$ cat src/rtl/sbr_pkg.sv
package sbr_pkg;

  // word address map; the priority block starts at PRIO_BASE
  localparam int A_DIST    = 0;
  localparam int A_CPU     = 1;
  localparam int A_PMASK   = 2;
  localparam int A_TYPE    = 3;
  localparam int A_GRP     = 4;
  localparam int PRIO_BASE = 8;

  typedef enum logic [2:0] {
    SEL_ZERO, SEL_DIST, SEL_CPU, SEL_PMS, SEL_PMN, SEL_TYPE, SEL_GRP, SEL_PRIO
  } rdSel_e;

  // strobes from decode to storage
  typedef struct packed {
    logic   wrDist;
    logic   wrCpu;
    logic   wrPmask;
    logic   wrGrp;
    logic   wrPrio;
    logic   rdEn;
    logic   nonSec;
    rdSel_e rdSel;
  } strobe_t;

endpackage

$ cat src/rtl/sbr_ctrl.sv
module sbr_ctrl #(
  parameter int ADDR_W   = 5,
  parameter int NUM_PRIO = 4,
  parameter int IDX_W    = 2
) (
  input  logic                req,
  input  logic                wr,
  input  logic                nonSec,
  input  logic [ADDR_W-1:0]   addr,
  input  logic [NUM_PRIO-1:0] grpBits,
  output sbr_pkg::strobe_t    stb,
  output logic [IDX_W-1:0]    prioIdx
);
  import sbr_pkg::*;

  localparam logic [ADDR_W-1:0] L_DIST  = ADDR_W'(A_DIST);
  localparam logic [ADDR_W-1:0] L_CPU   = ADDR_W'(A_CPU);
  localparam logic [ADDR_W-1:0] L_PMASK = ADDR_W'(A_PMASK);
  localparam logic [ADDR_W-1:0] L_TYPE  = ADDR_W'(A_TYPE);
  localparam logic [ADDR_W-1:0] L_GRP   = ADDR_W'(A_GRP);
  localparam logic [ADDR_W-1:0] L_PBASE = ADDR_W'(PRIO_BASE);
  localparam logic [ADDR_W-1:0] L_PNUM  = ADDR_W'(NUM_PRIO);

  logic [ADDR_W-1:0] offs;
  logic              inPrio;
  logic              doWr;

  assign offs    = addr - L_PBASE;
  assign inPrio  = (addr >= L_PBASE) && (offs < L_PNUM);
  assign prioIdx = offs[IDX_W-1:0];
  assign doWr    = req && wr;

  always_comb begin
    stb        = '0;
    stb.rdSel  = SEL_ZERO;
    stb.nonSec = nonSec;
    stb.rdEn   = req && !wr;
    if (addr == L_DIST) begin
      stb.rdSel  = SEL_DIST;
      stb.wrDist = doWr;
    end else if (addr == L_CPU) begin
      stb.rdSel  = SEL_CPU;
      stb.wrCpu  = doWr;
    end else if (addr == L_PMASK) begin
      stb.rdSel   = nonSec ? SEL_PMN : SEL_PMS;
      stb.wrPmask = doWr;
    end else if (addr == L_TYPE) begin
      stb.rdSel  = SEL_TYPE;
    end else if (addr == L_GRP) begin
      if (!nonSec) begin
        stb.rdSel = SEL_GRP;
        stb.wrGrp = doWr;
      end
    end else if (inPrio) begin
      // non-secure reaches only group-1 fields
      if (!nonSec || grpBits[prioIdx]) begin
        stb.rdSel  = SEL_PRIO;
        stb.wrPrio = doWr;
      end
    end
  end

endmodule

$ cat src/rtl/sbr_dpath.sv
module sbr_dpath #(
  parameter int DATA_W   = 32,
  parameter int NUM_PRIO = 4,
  parameter int PRIO_W   = 8,
  parameter int IDX_W    = 2
) (
  input  logic                       clk,
  input  logic                       rstN,
  input  sbr_pkg::strobe_t           stb,
  input  logic [IDX_W-1:0]           prioIdx,
  input  logic [DATA_W-1:0]          wdata,
  output logic [DATA_W-1:0]          rdata,
  output logic                       rvalid,
  output logic                       grp0Fwd,
  output logic                       grp1Fwd,
  output logic                       sigGrp0,
  output logic                       sigGrp1,
  output logic                       ackCtl,
  output logic [PRIO_W-1:0]          secPmask,
  output logic [PRIO_W-1:0]          nsPmask,
  output logic [NUM_PRIO-1:0]        grpBits,
  output logic [NUM_PRIO*PRIO_W-1:0] prioVec
);
  import sbr_pkg::*;

  logic [DATA_W-1:0] rdNext;
  logic [PRIO_W-1:0] prioSel;
  logic              unusedOk;

  assign unusedOk = ^wdata;

  always_ff @(posedge clk or negedge rstN) begin
    if (!rstN) begin
      grp0Fwd  <= 1'b0;
      grp1Fwd  <= 1'b0;
      sigGrp0  <= 1'b0;
      sigGrp1  <= 1'b0;
      ackCtl   <= 1'b0;
      secPmask <= '0;
      nsPmask  <= '0;
      grpBits  <= '0;
    end else begin
      if (stb.wrDist) begin
        if (stb.nonSec) grp1Fwd <= wdata[0];
        else begin
          grp0Fwd <= wdata[0];
          grp1Fwd <= wdata[1];
        end
      end
      if (stb.wrCpu) begin
        if (stb.nonSec) sigGrp1 <= wdata[0];
        else begin
          sigGrp0 <= wdata[0];
          sigGrp1 <= wdata[1];
          ackCtl  <= wdata[2];
        end
      end
      if (stb.wrPmask) begin
        if (stb.nonSec) nsPmask  <= wdata[PRIO_W-1:0];
        else            secPmask <= wdata[PRIO_W-1:0];
      end
      if (stb.wrGrp) grpBits <= wdata[NUM_PRIO-1:0];
    end
  end

  // one register per priority field
  for (genvar i = 0; i < NUM_PRIO; i++) begin : g_prio
    logic [PRIO_W-1:0] pr;
    always_ff @(posedge clk or negedge rstN) begin
      if (!rstN) pr <= '0;
      else if (stb.wrPrio && prioIdx == IDX_W'(i))
        pr <= stb.nonSec ? {1'b1, wdata[PRIO_W-1:1]} : wdata[PRIO_W-1:0];
    end
    assign prioVec[i*PRIO_W +: PRIO_W] = pr;
  end

  assign prioSel = prioVec[prioIdx*PRIO_W +: PRIO_W];

  always_comb begin
    case (stb.rdSel)
      SEL_DIST: rdNext = stb.nonSec ? DATA_W'(grp1Fwd) : DATA_W'({grp1Fwd, grp0Fwd});
      SEL_CPU:  rdNext = stb.nonSec ? DATA_W'(sigGrp1)
                                    : DATA_W'({ackCtl, sigGrp1, sigGrp0});
      SEL_PMS:  rdNext = DATA_W'(secPmask);
      SEL_PMN:  rdNext = DATA_W'(nsPmask);
      SEL_TYPE: rdNext = DATA_W'({8'(NUM_PRIO), 7'b0, 1'b1});
      SEL_GRP:  rdNext = DATA_W'(grpBits);
      SEL_PRIO: rdNext = stb.nonSec ? DATA_W'({prioSel[PRIO_W-2:0], 1'b0})
                                    : DATA_W'(prioSel);
      default:  rdNext = '0;
    endcase
  end

  always_ff @(posedge clk or negedge rstN) begin
    if (!rstN) begin
      rvalid <= 1'b0;
      rdata  <= '0;
    end else begin
      rvalid <= stb.rdEn;
      rdata  <= stb.rdEn ? rdNext : '0;
    end
  end

endmodule

$ cat src/rtl/sec_bank_regs.sv
module sec_bank_regs #(
  parameter int ADDR_W   = 5,
  parameter int DATA_W   = 32,
  parameter int NUM_PRIO = 4,
  parameter int PRIO_W   = 8
) (
  input  logic                       clk,
  input  logic                       rstN,
  input  logic                       req,
  input  logic                       wr,
  input  logic                       nonSec,
  input  logic [ADDR_W-1:0]          addr,
  input  logic [DATA_W-1:0]          wdata,
  output logic [DATA_W-1:0]          rdata,
  output logic                       rvalid,
  output logic                       grp0Fwd,
  output logic                       grp1Fwd,
  output logic                       sigGrp0,
  output logic                       sigGrp1,
  output logic                       ackCtl,
  output logic [PRIO_W-1:0]          secPmask,
  output logic [PRIO_W-1:0]          nsPmask,
  output logic [NUM_PRIO-1:0]        grpBits,
  output logic [NUM_PRIO*PRIO_W-1:0] prioVec
);
  localparam int IDX_W = (NUM_PRIO > 1) ? $clog2(NUM_PRIO) : 1;

  sbr_pkg::strobe_t   stb;
  logic [IDX_W-1:0]   prioIdx;

  sbr_ctrl #(.ADDR_W(ADDR_W), .NUM_PRIO(NUM_PRIO), .IDX_W(IDX_W)) u_ctrl (
    .req(req), .wr(wr), .nonSec(nonSec), .addr(addr), .grpBits(grpBits),
    .stb(stb), .prioIdx(prioIdx)
  );

  sbr_dpath #(.DATA_W(DATA_W), .NUM_PRIO(NUM_PRIO), .PRIO_W(PRIO_W), .IDX_W(IDX_W)) u_dpath (
    .clk(clk), .rstN(rstN), .stb(stb), .prioIdx(prioIdx), .wdata(wdata),
    .rdata(rdata), .rvalid(rvalid), .grp0Fwd(grp0Fwd), .grp1Fwd(grp1Fwd),
    .sigGrp0(sigGrp0), .sigGrp1(sigGrp1), .ackCtl(ackCtl),
    .secPmask(secPmask), .nsPmask(nsPmask), .grpBits(grpBits), .prioVec(prioVec)
  );

endmodule

$ cat config.mk
export PLATFORM = sky130hd
export DESIGN_NAME = sec_bank_regs
export DESIGN_NICKNAME = d
export VERILOG_FILES = /design/src/rtl/sbr_pkg.sv /design/src/rtl/sbr_ctrl.sv /design/src/rtl/sbr_dpath.sv /design/src/rtl/sec_bank_regs.sv
export SDC_FILE = /design/constraint.sdc
export NUM_CORES = 1
export LEC_CHECK = 0
export BUFFER_PORTS_ARGS = -buffer_cell sky130_fd_sc_hd__buf_2
export CAP_MARGIN = 15
export CORE_MARGIN = 1.5
export CORE_UTILIZATION = 25
export CTS_BUF_LIST = sky130_fd_sc_hd__clkbuf_4 sky130_fd_sc_hd__clkbuf_8 sky130_fd_sc_hd__clkbuf_16
export DETAILED_ROUTE_END_ITERATION = 8
export HOLD_SLACK_MARGIN = 0.15
export PLACE_DENSITY_LB_ADDON = 0.08
export REMOVE_ABC_BUFFERS = 1
export SLEW_MARGIN = 20
export SYNTH_ARGS = -nofsm -noshare
export SYNTH_HDL_FRONTEND = slang
export SYNTH_SLANG_ARGS = --single-unit
$ cat constraint.sdc
create_clock -name clk -period 1.95 [get_ports clk]
set_clock_uncertainty 0.15 [all_clocks]
set_input_delay 0.2925 -clock clk [delete_from_list [all_inputs] [get_ports clk]]
set_output_delay 0.2925 -clock clk [all_outputs]
set_load 0.05 [all_outputs]
==> results of run 1 <==
## power by group
group / switching (uW) / total (uW) / internal, uW
registers: 110 / 1630 / 1520
logic: 869 / 1220 / 354
clock network: 627 / 1830 / 1200
total: 1610 / 4680 / 3080
## sequential cells by signal, summed over array words and instances (netlist names)
name and count:
u_dpath.sigGrp1 1, u_dpath.rdata 9, u_dpath.sigGrp0 1, u_dpath.grp1Fwd 1, u_dpath.nsPmask 8, u_dpath.g_prio.pr 32, u_dpath.grpBits 4, u_dpath.grp0Fwd 1
u_dpath.ackCtl 1, u_dpath.secPmask 8, u_dpath.rvalid 1
## cells in the mapped netlist, types with 4 or more instances
library cell / count
a21oi_1: 8
a22oi_1: 15
a31oi_1: 4
a32oi_1: 6
buf_2: 7
buf_4: 24
clkbuf_1: 5
dfrtp_1: 67
mux2_2: 31
mux2_4: 24
mux2i_1: 26
nand2_1: 23
nand3_1: 7
nor2_1: 18
nor3_1: 5
o21ai_0: 8
## layout by cell type, fill, tap and decap left out, types with 2 or more instances in the layout
cell           instances
a21oi_1                8
a22oi_1               15
a31oi_1                4
a32oi_1                6
and2_1                 2
and3_1                 2
buf_12                 5
buf_2                 84
buf_4                 37
bufinv_16              2
clkbuf_16              9
clkbuf_8               2
conb_1                23
dfrtp_1               67
dlygate4sd3_1          6
inv_1                  3
mux2_2                31
mux2_4                24
mux2i_1               26
nand2_1               23
nand3_1                7
nor2_1                18
nor2b_1                3
nor3_1                 5
o21ai_0                8
or3_1                  2
## layout make-up
cell class              instances  share of cell area (%)
flip-flops and latches         67                   34.39
repair buffers                132                   17.61
clock inverters                 4                   1.489
well taps                     180                   4.620
inverters                       3                  0.2310
multi-input cells             221                   36.32
clock buffers                  12                   5.339
## logic make-up (layout without fill, tap and decap cells)
family                 Yosys count  in the layout  synth area share [%]
AOI/OAI and AO/OA               47             47                 9.808
buffers and inverters           42            151                 7.467
DFF                             67             67                 46.11
muxes                           82             82                 27.05
other                            1             23                0.1031
and+or+nand+nor                 69             69                 9.463
## repair_timing
item / 4_1_cts / 5_1_grt
setup endpoints to repair: 0 / 0
gates resized for setup: 0 / 0
endpoints found under the hold margin: 75 / 0
hold buffers: 6 / 0
## per-layer routing
layer	global-route usage, %	wire length (um)
met1	21.54	5178
met4	5.388	170
met2	23.58	5097
met3	5.082	671
met5	0	0
## worst min path at each step
stage,startpoint,to,slack [ps],cells past startpoint
6_report,wdata[1],u_dpath.secPmask[1]$_DFFE_PN0P_,160,2
3_3_place_gp,rstN,u_dpath.g_prio[3].pr[5]$_DFFE_PN0P_,200,2
5_1_grt,wdata[6],u_dpath.secPmask[6]$_DFFE_PN0P_,160,2
3_5_place_dp,rstN,u_dpath.g_prio[0].pr[4]$_DFFE_PN0P_,200,2
2_1_floorplan,rstN,u_dpath.ackCtl$_DFFE_PN0P_,-150,0
4_1_cts,wdata[6],u_dpath.secPmask[6]$_DFFE_PN0P_,150,2
## stage by stage
stage	std cells	hold WS, ps	setup slack (ps)	setup TNS, ps	power, uW
final	619	156.0	156.8	0	4682
after global routing	619	164.5	88.73	0	4902
after CTS	619	152.9	152.3	0	4750
after detailed placement	597	204.4	-183.6	-4215	2879
after global placement	597	196.1	-204.4	-4114	2871
after floorplan	291	-153.1	-451.8	-8234	2481
==> impl_metrics.py, run 1 <==
metrics = {
    "grt": {
        "grt_usage_pct": 15.80,
        "overflow": 0,
        "antenna_found_initial": 0,
        "grt_max_degree": 68,
        "grt_pass1_wl_mm": 17.08,
        "grt_pass1_vias": 2853,
    },
    "synthesis": {
        "yosysTopAreaCell": "dfrtp_1",
        "syn_inst": 308,
        "ys_async_sr_fraction_pct": 100.0,
        "synth_top_area_share_pct": 46.11,
        "ys_warn_count": 0,
        "ys_ff_latch": 67,
        "synthDistinctLibCells": 38,
        "synthesis.area_mm2": 0.003636,
        "synth-edff-count": 0,
        "synthFlopType": "dfrtp_1",
        "synth_area_leaders": "dfrtp_1, mux2_4, mux2_2, mux2i_1, buf_4",
        "avgSynthCellArea_um2": 11.81,
        "seq_area_frac_synth_pct": 46.11,
    },
    "die": {
        "die_area_mm2": 0.01528,
        "start_util_pct": 25.89,
        "fp.dieH_um": 123.6,
        "die_w_um": 123.6,
        "rows": 43,
        "ios": 132,
        "core-area_mm2": 0.01404,
    },
    "critical_path": {
        "required_ps": 2030,
        "crit_path_start": "u_dpath.grpBits[2]$_DFFE_PN0P_",
        "rr_worst_depth": 5,
        "worstSetupPathDepth": 5,
        "r2r-end": "u_dpath.g_prio[3].pr[6]$_DFFE_PN0P_",
        "end_kind": "flop",
        "crit_fanout": 8,
        "critical-path-top-delay-family": "multiplexers",
        "endpoint": "u_dpath.g_prio[3].pr[6]$_DFFE_PN0P_",
        "worst_path_max_delay_cell": "dfrtp_1",
        "arrival_ps": 1870,
        "reg2reg_slack_ps": 160,
        "slowest_delay_ps": 360,
        "critPathBufInv": 1,
        "crit_chain": "mux2i_2 > a221oi_4 > and3_1 > buf_12 > mux2_4",
        "critPathKind": "reg2reg",
        "r2r-start": "u_dpath.grpBits[2]$_DFFE_PN0P_",
        "cp-start-kind": "flop",
    },
    "timing": {
        "rsz0062_at_grt": "no",
        "drv_slew": 0,
        "fmax_mhz": 557.7,
        "min_period_ps": 1793,
        "period_share_pct": 91.96,
        "setup_viol": 0,
        "hold_viol_final": 0,
    },
    "placed_design": {
        "place_area_mm2": 0.004482,
        "routabilityCongestion": 0.7585,
        "place_hpwl_mm": 8.284,
        "io_buffers": 84,
    },
    "clock_network": {
        "ctsHtreeMaxLevel": 3,
        "path_clk_slew_ps": 60,
        "clockRootBuffer": "clkbuf_16",
        "cts.sink_count": 67,
        "cts_tree": "done",
        "cts_buffers": 9,
        "cts_setup_buffers": 0,
        "cts_max_path_buffers": 2,
        "clk_latency_ps": 350,
    },
    "route": {
        "postRouteAntennaNets": 0,
        "drt_iter0_markers": 136,
        "drt-total-wl_mm": 11.12,
        "viasPerCell": 4.553,
        "drt-wirelength-per-cell_um": 17.96,
        "first_pass_iters": 4,
        "drc_errors": 0,
        "routed-via-count": 2818,
    },
    "cells_and_area": {
        "final_layout_size_suffix_gt1_share_pct": 46.70,
        "n_antenna_cell": 0,
        "multi_input_area_mm2": 0.001770,
        "nets": 476,
        "fin_area_mm2": 0.004875,
        "syn2layout_area_growth_pct": 34.07,
        "final_core_util_pct": 34.71,
        "fill_cells": 1463,
        "seq_area_mm2": 0.001677,
    },
    "power_and_ir_drop": {
        "leakagePower_uw": 0.002497,
        "ir_worst_vdd_uv": 408.9,
        "powerDensity_mw_per_mm2": 960.5,
    },
    "flow_run": {
        "max_cap_viol_count": 0,
    },
    "min_path": {
        "hp-class": "in2reg",
    },
    "status": {
        "status": "completed",
    },
}
No activity file was read; power rests on OpenSTA's default activity.
==> run 2: changes to the inputs <==
--- a/config.mk
+++ b/config.mk
@@ -7,12 +7,13 @@
 export LEC_CHECK = 0
 export BUFFER_PORTS_ARGS = -buffer_cell sky130_fd_sc_hd__buf_2
 export CAP_MARGIN = 15
-export CORE_MARGIN = 1.5
+export CORE_MARGIN = 4
 export CORE_UTILIZATION = 25
 export CTS_BUF_LIST = sky130_fd_sc_hd__clkbuf_4 sky130_fd_sc_hd__clkbuf_8 sky130_fd_sc_hd__clkbuf_16
 export DETAILED_ROUTE_END_ITERATION = 8
 export HOLD_SLACK_MARGIN = 0.15
 export PLACE_DENSITY_LB_ADDON = 0.08
+export RECOVER_POWER = 25
 export REMOVE_ABC_BUFFERS = 1
 export SLEW_MARGIN = 20
 export SYNTH_ARGS = -nofsm -noshare
==> constraint.sdc (replaced) <==
create_clock -name clk -period 1.95 [get_ports clk]
set_clock_uncertainty 0.15 [all_clocks]
set_input_delay 0.0975 -clock clk [delete_from_list [all_inputs] [get_ports clk]]
set_output_delay 0.0975 -clock clk [all_outputs]
set_load 0.05 [all_outputs]
==> run 2 against run 1 <==
  * Utilization is 0.089 points lower
  * Maximum frequency hardly changed
  * Largest cell class unchanged
  * Setup slack better by 0.64 ps
  * Highest routed layer unchanged
  * Register-to-register slack hardly changed
  * Clock power is 8% lower
  * Total power is 3.2% lower
  * Sequential power hardly changed
  * Sequential share of layout area is 0.089 points higher
==> impl_metrics.py, run 2 (synthesis gave the netlist of run 1 again) <==
metrics = {
    "clock_network": {
        "clk_latency_ps": 340,
        "ctsHtreeMaxLevel": 3,
        "cts_max_path_buffers": 2,
        "clockRootBuffer": "clkbuf_16",
        "cts_buffers": 9,
        "cts.sink_count": 67,
        "path_clk_slew_ps": 60,
        "cts_tree": "done",
    },
    "cells_and_area": {
        "layout_commonest_cell": "buf_2",
        "fill_cells": 1429,
        "final_core_util_pct": 34.63,
        "syn2layout_area_growth_pct": 33.72,
        "fin_area_mm2": 0.004862,
        "seq_area_mm2": 0.001677,
        "layout_common_cells": "buf_2, dfrtp_1, buf_4",
        "reg_top3": "u_dpath.g_prio.pr x32, u_dpath.rdata x9",
        "nets": 480,
        "largest-register": "u_dpath.g_prio.pr",
        "multi_input_area_mm2": 0.001774,
        "n_antenna_cell": 0,
        "largest_reg_flops": 32,
        "stdcell_count": 621,
        "final_layout_size_suffix_gt1_share_pct": 45.12,
    },
    "grt": {
        "grt_pass1_wl_mm": 17.45,
        "grt_pass1_vias": 2950,
        "grt_usage_pct": 14.18,
        "antenna_found_initial": 0,
        "grt_max_degree": 68,
        "overflow": 0,
    },
    "critical_path": {
        "cp-start-kind": "flop",
        "crit_chain": "mux2i_2 > a221oi_4 > and3_1 > buf_12 > mux2_4",
        "arrival_ps": 1860,
        "critPathBufInv": 1,
        "crit_fanout": 8,
        "worst_path_max_delay_cell": "dfrtp_1",
        "required_ps": 2020,
        "critPathKind": "reg2reg",
        "end_kind": "flop",
        "critical-path-top-delay-family": "multiplexers",
        "slowest_delay_ps": 360,
    },
    "die": {
        "die_area_mm2": 0.01654,
        "die_w_um": 128.6,
        "rows": 43,
        "core-area_mm2": 0.01404,
        "start_util_pct": 25.89,
        "ios": 132,
        "fp.dieH_um": 128.6,
    },
    "route": {
        "drt-wirelength-per-cell_um": 18.54,
        "drt_iter0_markers": 163,
        "viasPerCell": 4.597,
        "drc_errors": 0,
        "first_pass_iters": 4,
        "routed-via-count": 2855,
        "drt-total-wl_mm": 11.52,
        "postRouteAntennaNets": 0,
    },
    "placed_design": {
        "dp_cells": 592,
        "routabilityCongestion": 0.7951,
        "place_hpwl_mm": 8.634,
        "io_buffers": 84,
        "place_area_mm2": 0.004419,
    },
    "timing": {
        "min_period_ps": 1793,
        "fmax_mhz": 557.9,
        "relSlewSlack_pct": 36.33,
        "period_share_pct": 91.93,
        "setup_viol": 0,
        "rsz0062_at_grt": "no",
        "tightest_slew_ps": 955.1,
        "holdWs_ps": 158.8,
        "drv_slew": 0,
        "hold_viol_final": 0,
    },
    "power_and_ir_drop": {
        "total_power_uw": 4531,
        "ir_worst_vdd_uv": 330.3,
        "leakagePower_uw": 0.002486,
        "powerDensity_mw_per_mm2": 931.8,
    },
    "flow_run": {
        "max_cap_viol_count": 0,
    },
    "status": {
        "status": "completed",
    },
    "min_path": {
        "hp-class": "in2reg",
    },
}
## run 2: changes by cell type in the layout (fill, tap and decap cells not counted), sizes merged
cell,before,now
buf,126,120
bufinv,2,1
clkbuf,12,13
clkinvlp,1,0
dlygate4sd3,6,15
## run 2: final cells by class
cell class	count	share of cell area (%)
flip-flops and latches	67	34.48
clock inverters	2	0.7205
inverters	3	0.2316
repair buffers	136	17.96
well taps	180	4.632
clock buffers	12	5.481
multi-input cells	221	36.49
## run 2: path summary, 6_finish.rpt
| path | start | end | slack [ps] | cells past startpoint |
|---|---|---|---|---|
| min reg2reg | u_dpath.g_prio[2].pr[5]$_DFFE_PN0P_ | u_dpath.g_prio[2].pr[5]$_DFFE_PN0P_ | 350 | 2 |
| max reg2reg | u_dpath.grpBits[2]$_DFFE_PN0P_ | u_dpath.g_prio[3].pr[7]$_DFFE_PN0P_ | 160 | 5 |
| min in group asynchronous | rstN | u_dpath.g_prio[3].pr[5]$_DFFE_PN0P_ | 410 | 3 |
| min | addr[0] | u_dpath.rdata[0]$_DFF_PN0_ | 160 | 4 |
| max in group asynchronous | rstN | u_dpath.secPmask[2]$_DFFE_PN0P_ | 620 | 3 |
| max | u_dpath.grpBits[2]$_DFFE_PN0P_ | u_dpath.g_prio[3].pr[7]$_DFFE_PN0P_ | 160 | 5 |
## run 2: timing repair
action / 4_1_cts / 5_1_grt
hold endpoints to repair: 132 / 0
hold buffers: 15 / 0
resized for setup: 1 / 0
setup endpoints to repair: 1 / 0
setup buffers: 0 / 0
## run 2: routing by layer
layer	vias to the layer above	share of wire [%]	global-route usage [%]
met4	0	1.1	3.830
met3	10	6.2	3.985
met5	-	0	0
met2	89	46	22.13
li1	1329	-	-
met1	1427	47	19.39
## run 2: metrics by stage
step | setup TNS, ps | worst slack (ps)
2_1_floorplan | -7673 | -451.8
3_3_place_gp | 0 | 24.13
3_5_place_dp | 0 | 11.71
4_1_cts | 0 | 151.0
5_1_grt | 0 | 65.46
6_report | 0 | 157.4
## run 2: power by group
group	internal [uW]	switching [uW]
clock	1080	599
combinational	352	877
sequential	1520	103
total	2950	1580
## run 2: worst reg2reg max path, delay by kind of cell (launching register included)
kind,cells,cell delay (ps)
AND/OR/NAND/NOR,1,270
multiplexers,2,410
AO/OA/AOI/OAI,1,320
flip-flops,1,360
buffers and inverters,1,160
==> run 3: changes to the inputs <==
--- a/config.mk
+++ b/config.mk
@@ -18,4 +18,5 @@
 export SLEW_MARGIN = 20
 export SYNTH_ARGS = -nofsm -noshare
 export SYNTH_HDL_FRONTEND = slang
+export SYNTH_HIERARCHICAL = 1
 export SYNTH_SLANG_ARGS = --single-unit
==> run 3 against run 2 <==
  * Clock power hardly changed
  * Hold slack better by 22 ps
  * The run now ends with negative setup slack left
  * Critical path depth is 3 higher
  * Maximum frequency is 16% lower
  * Critical endpoint is now u_dpath/rdata[2]$_DFF_PN0_
  * Non-clock buffer count is 10 higher
  * Critical path type unchanged
  * Die area is 4.7% lower
  * Clock-buffer cell count is 2 lower
  * Routed wire length is 4.7% lower
  * Setup slack worse by 350 ps
  * Register-to-register slack worse by 350 ps
==> impl_metrics.py, run 3 <==
metrics = {
    "timing": {
        "rsz0062_at_grt": "yes",
        "fmax_mhz": 466.1,
        "tightest_slew_ps": 955.6,
        "period_share_pct": 110.0,
        "final.setup.tns_ps": -1636,
        "holdWs_ps": 180.8,
        "worst_slack_ps": -195.4,
        "setup_viol": 23,
        "drv_slew": 0,
        "relSlewSlack_pct": 36.30,
        "hold_viol_final": 0,
        "min_period_ps": 2145,
    },
    "grt": {
        "grt_pass1_vias": 3005,
        "overflow": 0,
        "grt_usage_pct": 14.21,
        "grt_max_degree": 68,
        "antenna_found_initial": 0,
        "grt_pass1_wl_mm": 17.31,
    },
    "clock_network": {
        "cts_buffers": 9,
        "ctsHtreeMaxLevel": 3,
        "cts_max_path_buffers": 2,
        "clk_latency_ps": 340,
        "cts_tree": "done",
        "path_clk_slew_ps": 60,
        "cts.sink_count": 67,
        "clockRootBuffer": "clkbuf_16",
    },
    "status": {
        "violations": "negative setup slack",
        "status": "finished with violations",
    },
    "die": {
        "die_area_mm2": 0.01575,
        "core-area_mm2": 0.01340,
        "fp.dieH_um": 125.5,
        "die_w_um": 125.5,
        "ios": 132,
        "rows": 42,
        "start_util_pct": 25.76,
    },
    "critical_path": {
        "r2r-start": "u_dpath/grpBits[0]$_DFFE_PN0P_",
        "rr_worst_depth": 8,
        "crit_fanout": 8,
        "crit_path_start": "u_dpath/grpBits[0]$_DFFE_PN0P_",
        "r2r-end": "u_dpath/rdata[2]$_DFF_PN0_",
        "reg2reg_slack_ps": -200,
        "cp-start-kind": "flop",
        "arrival_ps": 2210,
        "required_ps": 2010,
        "end_kind": "flop",
        "critPathKind": "reg2reg",
    },
    "power_and_ir_drop": {
        "leakagePower_uw": 0.002446,
        "seqPwrFrac_pct": 36.1,
        "powerDensity_mw_per_mm2": 933.3,
        "power.internal_uw": 2893,
        "p_clk_share_pct": 36.3,
        "ir_worst_vdd_uv": 371.9,
        "comb_power_share_pct": 27.5,
        "swShare_pct": 36.54,
        "p_sw_uw": 1666,
    },
    "synthesis": {
        "synthesis.area_mm2": 0.003452,
        "avgSynthCellArea_um2": 11.03,
        "synthDistinctLibCells": 48,
        "synth.most_common_cell": "dfrtp_1",
        "syn_inst": 313,
        "ys_warn_count": 6,
        "synth_top_area_share_pct": 48.57,
        "ys_ff_latch": 67,
        "synth_area_leaders": "dfrtp_1, mux2_2, buf_4, mux4_2, o21ai_0",
        "synthTopCellsByCount": "dfrtp_1, nand2_1, o21ai_0",
        "yosysTopAreaCell": "dfrtp_1",
        "seq_area_frac_synth_pct": 48.57,
        "ys_async_sr_fraction_pct": 100.0,
        "synth-edff-count": 0,
        "synthFlopType": "dfrtp_1",
    },
    "min_path": {
        "min_to": "u_dpath/sigGrp1$_DFFE_PN0P_",
        "worstHoldStart": "req",
        "hp-class": "in2reg",
        "holdPathStages": 5,
    },
    "route": {
        "drt_iter0_markers": 184,
        "drt-total-wl_mm": 10.98,
        "first_pass_iters": 4,
        "drt-wirelength-per-cell_um": 17.37,
        "drc_errors": 0,
        "routed-via-count": 2878,
        "postRouteAntennaNets": 0,
        "viasPerCell": 4.554,
    },
    "cells_and_area": {
        "layout_commonest_cell": "buf_2",
        "layout_common_cells": "buf_2, dfrtp_1, buf_4",
        "nets": 493,
        "final_layout_size_suffix_gt1_share_pct": 46.71,
        "largest-register": "u_dpath/g_prio.pr",
        "n_antenna_cell": 0,
        "largest_reg_flops": 32,
        "fin_area_mm2": 0.004885,
        "syn2layout_area_growth_pct": 41.50,
        "final_core_util_pct": 36.45,
        "reg_top3": "u_dpath/g_prio.pr x32, u_dpath/rdata x9",
    },
    "placed_design": {
        "place_hpwl_mm": 8.184,
        "io_buffers": 84,
        "pre_cts_slack_ps": -295.1,
        "routabilityCongestion": 0.7868,
        "place_area_mm2": 0.004280,
    },
    "flow_run": {
        "max_cap_viol_count": 0,
    },
}
run 3: changes by cell type after synthesis, moves of 4 or more:
cell and delta:
o21ai_0 +22, mux2_2 -8, nand2b_1 +4, a22oi_1 -9, mux2_4 -22, mux4_2 +7, nand3_1 -5, buf_4 +5
mux2i_1 -17, a21oi_1 +5, nand2_1 +11
run 3: logic make-up (layout without fill, tap and decap cells):
kind of cell	Yosys count	after routing	share of synthesized area [%]
and+or+nand+nor	82	82	12.65
AOI/OAI and AO/OA	74	74	13.30
DFF	67	67	48.57
buffers and inverters	46	167	8.807
muxes	42	42	16.31
other	1	23	0.1086
xor gates and xnor gates	1	1	0.2538
run 3: stage by stage:
stage	cells	total power, uW
global route	632	4779
floorplan	294	2461
global placement	601	2883
detailed placement	601	2885
finish	632	4559
CTS	630	4615
run 3: how the worst max path moves through the flow:
| stage | endpoint | slack (ps) | cells past startpoint |
|---|---|---|---|
| after floorplan | u_dpath/rdata[4]$_DFF_PN0_ | -990 | 7 |
| after global placement | u_dpath/rdata[7]$_DFF_PN0_ | -320 | 10 |
| after detailed placement | u_dpath/rdata[7]$_DFF_PN0_ | -300 | 10 |
| after CTS | u_dpath/rdata[2]$_DFF_PN0_ | -190 | 7 |
| after global routing | u_dpath/rdata[3]$_DFF_PN0_ | -290 | 8 |
| final | u_dpath/rdata[2]$_DFF_PN0_ | -200 | 8 |
run 3: routing by layer:
metal | vias to the layer above | GRT usage [%] | part of all wire, %
met1 | 1441 | 19.13 | 46
met2 | 79 | 22.28 | 48
met4 | 0 | 5.931 | 1.7
met5 | - | 0 | 0
met3 | 9 | 2.900 | 4.4
li1 | 1349 | - | -
run 3: worst max-delay path: stages (launching register included):
cell and delay, ps:
dfrtp_1 390, mux2_4 300, o221ai_4 270, a211oi_2 110, buf_4 180, nand2_4 90, nor3_2 40, buf_4 180
a221o_1 320
run 3: layout make-up:
type                       instances  area, um2
inverter                           5      18.77
clock buffer                      10      239.0
timing repair buffer             146      980.9
sequential                        67       1677
fill                            1393       8516
multi-input combinational        222       1684
tap                              176      220.2
clock inverter                     6      65.06
run 3: timing repair:
action                                  4_1_cts  5_1_grt
buffers inserted                              3        1
pin swaps                                     8        2
hold buffers                                 11        0
hold endpoints to repair                    114        0
cloned                                        0        1
endpoints found under the setup margin       16       29
gates resized for setup                      23       19
run 3: power by group through the flow:
| stage | Sequential [uW] | Clock (uW) | Combinational (uW) |
|---|---|---|---|
| after global placement | 1670 | 0 | 1210 |
| after detailed placement | 1670 | 0 | 1210 |
| after global routing | 1670 | 1780 | 1330 |
| final | 1650 | 1660 | 1260 |
| after CTS | 1650 | 1710 | 1260 |
| after floorplan | 2120 | 0 | 343 |
